## src/rtl/adc_scan_pkg.sv

```systemverilog
package adc_scan_pkg;

  typedef enum logic [1:0] {
    RUN_SINGLE = 2'b00,
    RUN_LOOP   = 2'b01,
    RUN_PAUSE  = 2'b10
  } run_mode_e;

  typedef enum logic [1:0] {
    PH_IDLE   = 2'b00,
    PH_SETTLE = 2'b01,
    PH_WAIT   = 2'b10,
    PH_HOLD   = 2'b11
  } scan_phase_e;

  function automatic run_mode_e decode_mode(input logic [1:0] raw);
    case (raw)
      2'b01:   return RUN_LOOP;
      2'b10:   return RUN_PAUSE;
      default: return RUN_SINGLE;
    endcase
  endfunction

endpackage

```

## src/rtl/adc_scan_cfg.sv

```systemverilog
module adc_scan_cfg #(
  parameter int NUM_CH = 8,
  parameter int CH_W   = 3
) (
  input  logic            clk,
  input  logic            rst,
  input  logic            wr_en_i,
  input  logic            wr_sel_i,
  input  logic [CH_W-1:0] wr_data_i,
  input  logic            busy_i,
  output logic [CH_W-1:0] first_o,
  output logic [CH_W-1:0] last_o,
  output logic            err_o
);

  localparam logic [CH_W-1:0] MAX_CH = CH_W'(NUM_CH - 1);

  logic in_range;
  assign in_range = (wr_data_i <= MAX_CH);

  always_ff @(posedge clk) begin
    if (rst) begin
      first_o <= '0;
      last_o  <= '0;
      err_o   <= 1'b0;
    end else if (wr_en_i) begin
      if (busy_i) begin
        err_o <= 1'b1;
      end else if (in_range) begin
        if (wr_sel_i) last_o  <= wr_data_i;
        else          first_o <= wr_data_i;
      end
    end
  end

endmodule

```

## src/rtl/adc_scan_step.sv

```systemverilog
module adc_scan_step #(
  parameter int NUM_CH = 8,
  parameter int CH_W   = 3
) (
  input  logic [CH_W-1:0] cur_i,
  input  logic [CH_W-1:0] first_i,
  input  logic [CH_W-1:0] last_i,
  output logic [CH_W-1:0] next_o,
  output logic            at_last_o
);

  localparam logic [CH_W-1:0] MAX_CH = CH_W'(NUM_CH - 1);

  logic [CH_W-1:0] inc;

  generate
    if ((1 << CH_W) == NUM_CH) begin : g_pow2
      assign inc = cur_i + 1'b1;
    end else begin : g_mod
      assign inc = (cur_i == MAX_CH) ? '0 : cur_i + 1'b1;
    end
  endgenerate

  assign at_last_o = (cur_i == last_i);
  assign next_o    = at_last_o ? first_i : inc;

endmodule

```

## src/rtl/adc_scan_fsm.sv

```systemverilog
module adc_scan_fsm
  import adc_scan_pkg::*;
#(
  parameter int CH_W = 3
) (
  input  logic            clk,
  input  logic            rst,
  input  logic            trig_i,
  input  logic [1:0]      mode_i,
  input  logic            done_i,
  input  logic [CH_W-1:0] first_i,
  input  logic [CH_W-1:0] next_i,
  input  logic            at_last_i,
  output logic [CH_W-1:0] sel_o,
  output logic            strobe_o,
  output logic            busy_o,
  output logic            eos_o
);

  scan_phase_e     phase_q;
  run_mode_e       mode_q;
  logic [CH_W-1:0] resume_q;

  always_ff @(posedge clk) begin
    if (rst) begin
      phase_q  <= PH_IDLE;
      mode_q   <= RUN_SINGLE;
      sel_o    <= '0;
      resume_q <= '0;
      busy_o   <= 1'b0;
      strobe_o <= 1'b0;
      eos_o    <= 1'b0;
    end else begin
      strobe_o <= 1'b0;
      eos_o    <= 1'b0;
      unique case (phase_q)
        PH_IDLE: begin
          if (trig_i) begin
            mode_q  <= decode_mode(mode_i);
            sel_o   <= first_i;
            busy_o  <= 1'b1;
            phase_q <= PH_SETTLE;
          end
        end
        PH_SETTLE: begin
          strobe_o <= 1'b1;
          phase_q  <= PH_WAIT;
        end
        PH_WAIT: begin
          if (done_i) begin
            eos_o <= at_last_i;
            if (at_last_i && mode_q == RUN_SINGLE) begin
              busy_o  <= 1'b0;
              phase_q <= PH_IDLE;
            end else if (mode_q == RUN_PAUSE) begin
              resume_q <= next_i;
              phase_q  <= PH_HOLD;
            end else begin
              sel_o   <= next_i;
              phase_q <= PH_SETTLE;
            end
          end
        end
        PH_HOLD: begin
          if (trig_i) begin
            sel_o   <= resume_q;
            phase_q <= PH_SETTLE;
          end
        end
        default: phase_q <= PH_IDLE;
      endcase
    end
  end

endmodule

```

## src/rtl/adc_scan_seq.sv

```systemverilog
module adc_scan_seq #(
  parameter  int NUM_CH = 8,
  localparam int CH_W   = (NUM_CH > 1) ? $clog2(NUM_CH) : 1
) (
  input  logic            clk,
  input  logic            rst,
  input  logic            trig_i,
  input  logic [1:0]      mode_i,
  input  logic            wr_en_i,
  input  logic            wr_sel_i,
  input  logic [CH_W-1:0] wr_data_i,
  input  logic            done_i,
  output logic [CH_W-1:0] ch_sel_o,
  output logic            conv_start_o,
  output logic            busy_o,
  output logic            scan_end_o,
  output logic [CH_W-1:0] ch_rd_o,
  output logic            wr_err_o
);

  logic [CH_W-1:0] first_ch, last_ch, next_ch, cur_ch;
  logic            at_last;

  adc_scan_cfg #(.NUM_CH(NUM_CH), .CH_W(CH_W)) cfg_i (
    .clk       (clk),
    .rst       (rst),
    .wr_en_i   (wr_en_i),
    .wr_sel_i  (wr_sel_i),
    .wr_data_i (wr_data_i),
    .busy_i    (busy_o),
    .first_o   (first_ch),
    .last_o    (last_ch),
    .err_o     (wr_err_o)
  );

  adc_scan_step #(.NUM_CH(NUM_CH), .CH_W(CH_W)) step_i (
    .cur_i     (cur_ch),
    .first_i   (first_ch),
    .last_i    (last_ch),
    .next_o    (next_ch),
    .at_last_o (at_last)
  );

  adc_scan_fsm #(.CH_W(CH_W)) fsm_i (
    .clk       (clk),
    .rst       (rst),
    .trig_i    (trig_i),
    .mode_i    (mode_i),
    .done_i    (done_i),
    .first_i   (first_ch),
    .next_i    (next_ch),
    .at_last_i (at_last),
    .sel_o     (cur_ch),
    .strobe_o  (conv_start_o),
    .busy_o    (busy_o),
    .eos_o     (scan_end_o)
  );

  assign ch_sel_o = cur_ch;
  assign ch_rd_o  = cur_ch;

endmodule

```

## config.mk

```make
export PLATFORM = sky130hd
export DESIGN_NAME = adc_scan_seq
export DESIGN_NICKNAME = d
export VERILOG_FILES = /design/src/rtl/adc_scan_pkg.sv /design/src/rtl/adc_scan_cfg.sv /design/src/rtl/adc_scan_step.sv /design/src/rtl/adc_scan_fsm.sv /design/src/rtl/adc_scan_seq.sv
export SDC_FILE = /design/constraint.sdc
export NUM_CORES = 1
export LEC_CHECK = 0
export BUFFER_PORTS_ARGS = -buffer_cell sky130_fd_sc_hd__buf_2
export CAP_MARGIN = 20
export CORE_MARGIN = 5
export CORE_UTILIZATION = 25
export CTS_CLUSTER_DIAMETER = 100
export CTS_CLUSTER_SIZE = 25
export DETAILED_ROUTE_END_ITERATION = 7
export PLACE_DENSITY = 0.4
export REMOVE_ABC_BUFFERS = 1
export SKIP_LAST_GASP = 1
export SLEW_MARGIN = 25
export SYNTH_ARGS = -nofsm -noshare
export SYNTH_HDL_FRONTEND = slang
export SYNTH_SLANG_ARGS = --single-unit
export TNS_END_PERCENT = 30
```

## constraint.sdc

```tcl
create_clock -name clk -period 4.3 [get_ports clk]
set_clock_uncertainty 0.15 [all_clocks]
set_input_delay 0.86 -clock clk [delete_from_list [all_inputs] [get_ports clk]]
set_output_delay 0.86 -clock clk [all_outputs]
set_load 0.03 [all_outputs]
```

==> summary.md <==
| Metric | Value |
|---|---|
| Worst-path clk slew | roughly 0.080 ns |
| Final net count | 160 |
| Seq/Total Area, Yosys | 36.9% |
| Status | completed |
| Postcts setup bufs | 0 |
| Area Overhead vs Synth | 17.1% |
| Fin. max-slew vios | 0 |
| PortBufs | 20 |
| Synth area leaders | dfxtp_1 (37%), ha_1 (6.9%), mux2i_1 (6.5%) |
| Switching Fraction | around 44% |
| Commonest cells in the netlist | dfxtp_1 (20), nor2_1 (15), mux2i_1 (7) |
| Post-route ant nets | 0 |
| Total I/O pin count | 21 |
| Overall Global Routing Usage | about a tenth |
| CP cell instances | inv_1 -> ha_1 -> or3b_1 -> a21oi_1 -> and3_1 -> a311oi_1 |
| Setup Crit Path Kind | flop to flop |
| Synth Register Bits | 20 |
| Vias/cell | ~5 |
| Final worst path period need | 2.12 ns |
| Critical Path Sink Type | flop |
| Startpoint Class | flop |
| Die area | roughly 5800 um2 |
| Post-synthesis mux area share | roughly 6.5% |
| Setup violations, final | 0 |
| Fmax | around 0.47 GHz |
| Antenna violations before repair | 0 |
| Cts hold-fix bufs | 0 |
| Critical path fanouts, max | 13 |
| Sequential fraction of design power | 33.7% |
| # DRC | 0 |
| First-pass GRT wire length | 4610 um |
| 1st-iter DRT viols | 62 |
| Initial Utilization | roughly 25% |
| Core Box Area | 4290 um2 |
| Clk sinks | 20 |
| Avg Inst Size Synth | roughly 8.7 um2 |
| Placer Congestion | slightly above 0.8 |
| Die width | approximately 76 um |
| Clk buf depth | 2 |
| Largest area contributor in the netlist | dfxtp_1 |
| Max Cap Viol | 0 |
| Top delay family on crit path | simple AND/OR/NAND/NOR gates |
| Internal power | 433 uW |
| Vias in the first global route | 1016 |
| P_sw | around 340 uW |
| Layout cell share with drive strength beyond 1 | a little under a fifth |
| H-tree depth | 1 |
| Max stage delay on crit path | between 0.3 and 0.4 ns |
| Worst path slowest cell | ha_1 |
| Hold crit path type | flop to flop |
| Largest net degree at the start of global routing | 22 |
| Slew headroom | 61.3% |
| Min Hold Slack | approximately 0.32 ns |
| Yosys Warn Count | 0 |
| Final setup TNS | 0 ns |
| Arr. time, crit path | 2.10 ns |
| Grt ovf | 0 |
| CTS tree | yes |
| RSZ-0062 raised after global routing | false |
| Mapped Cells | 124 |
| Clock share of power | 19.4% |
| Routed WL | between 2000 and 3000 um |
| CTS Buf Count | 3 |
| Top FF cell, synth | dfxtp_1 |
| Util after Layout | between 20% and 30% |
| Simple-gate portion of the synthesized area | 21.0% |
| Multi-input gate area | between 600 and 700 um2 |
| Row cnt | 24 |
| Combinational fraction of design power | 47.0% |
| Cell area after synthesis | 1080 um2 |
| Stages on the worst setup path | 6 |
| Main combinational cell family by area after synthesis | simple AND/OR/NAND/NOR gates |
| LEAKAGE | 0.548 nW |
| XOR/XNOR Fraction of Synth Area | between 5 and 6% |
| Via count | about 950 |
| Fin. Hold Viols | 0 |
| Peak VDD IR | approximately 0.15 mV |
| WHS Path Cells | 2 |
| FF-to-FF path depth | 6 |
| Diode count | 0 |
| Fin crit share | 49.3% |
| Die H | between 70 and 80 um |
| Drt first pass iters | 4 |
| Root buffer cell | clkbuf_8 |
| Critical path required time | ~4.3 ns |
| CP bufs+invs | 1 |
| Post-Synth Adder-Cell Area | under 10% |
| Ys async rst share | 0% |
| Routed len/inst | about 14 um |
| Count leader, synth | dfxtp_1 |
| DP Wirelength | slightly above 2000 um |
| FILL cells | ~460 |
| Top cell type's share of synthesized area | 36.9% |
| PD cells | ~600 nW/um2 |
| Count of cell types in the netlist | 37 |
| Register Area | ~400 um2 |
| Slew @ Worst Pin | 0.580 ns |
| Synth Area in Compound Gates | 17.8% |
| Post-cts resize count | 0 |
| Clk_lat worst skew | 0.27 ns |
| Number of flops mapped to enable cells by yosys | 0 |
final cells by class:
type	instances	share of cell area, %
flip-flops and latches	20	31.5
clock buffers	4	4.33
multi-input cells	92	49.4
inverters	6	1.77
repair buffers	20	7.88
well taps	52	5.12
logic make-up (layout without fill, tap and decap cells):
family	after synthesis	in the layout
and+or+nand+nor	44	44
AOI/OAI and AO/OA	28	28
DFF	20	20
buffers and inverters	12	30
xor gates and xnor gates	7	7
muxes	7	7
adders and majority gates	6	6
worst min-delay path: stages, from the launching register on:
cell     delay (ns)
dfxtp_1        0.33
a21oi_1        0.04
nor2_1         0.07
state kept, by name, summed over array words and instances, names as in the netlist:
register        cells
cfg_i.err_o         1
fsm_i.eos_o         1
fsm_i.busy_o        1
fsm_i.sel_o         3
cfg_i.first_o       3
fsm_i.mode_q        2
cfg_i.last_o        3
fsm_i.phase_q       2
fsm_i.strobe_o      1
fsm_i.resume_q      3
power groups by stage:
stage | combinational, mW | clock [mW] | sequential (mW)
6_report | 0.361 | 0.149 | 0.259
5_1_grt | 0.399 | 0.164 | 0.264
4_1_cts | 0.360 | 0.154 | 0.259
3_5_place_dp | 0.359 | 0 | 0.263
3_3_place_gp | 0.360 | 0 | 0.262
2_1_floorplan | 0.212 | 0 | 0.313
layer usage:
layer  vias to the layer above  share of wire, %  routed length, um  global-route usage (%)
met5                         -                 0                  0                       0
met2                        18                47               1270                    17.2
met1                       439                47               1270                    12.6
met4                         0               3.9                105                    6.80
met3                         9               2.8                 75                    2.64
li1                        487                 -                  -                       -
path summary, 6_finish.rpt:
| kind | endpoint | slack (ns) | from |
|---|---|---|---|
| max | fsm_i.sel_o[1] | 2.18 | fsm_i.phase_q[0] |
| min | cfg_i.err_o | 0.32 | cfg_i.err_o |
| max reg2reg | fsm_i.sel_o[1] | 2.18 | fsm_i.phase_q[0] |
| min reg2reg | cfg_i.err_o | 0.32 | cfg_i.err_o |
layout by cell type, fill, tap and decap left out, types with 2 or more instances in the layout:
| cell | Yosys | routed |
|---|---|---|
| dfxtp_1 | 20 | 20 |
| buf_2 | 1 | 20 |
| nor2_1 | 15 | 15 |
| mux2i_1 | 7 | 7 |
| inv_1 | 6 | 6 |
| a21oi_1 | 6 | 6 |
| ha_1 | 6 | 6 |
| nand2_1 | 5 | 5 |
| nand3_1 | 5 | 5 |
| nor3_1 | 4 | 4 |
| xor2_1 | 4 | 4 |
| a31oi_1 | 4 | 4 |
| clkbuf_8 | 0 | 4 |
| xnor2_1 | 3 | 3 |
| nor2b_1 | 3 | 3 |
| nor3b_1 | 3 | 3 |
| o21ai_0 | 3 | 3 |
| nand3b_1 | 2 | 2 |
| a22oi_1 | 2 | 2 |
| and3_1 | 2 | 2 |
| a211oi_1 | 2 | 2 |
| o31ai_1 | 2 | 2 |
through the flow:
stage | std cells | power (mW) | area (um2) | worst slack, ns
after global routing | 194 | 0.827 | 1270 | 1.97
after global placement | 190 | 0.621 | 1210 | 2.25
after CTS | 194 | 0.773 | 1270 | 2.21
after floorplan | 118 | 0.524 | 1050 | 2.25
final | 194 | 0.769 | 1270 | 2.18
after detailed placement | 190 | 0.622 | 1210 | 2.23
(Power assumes the default switching activity.)
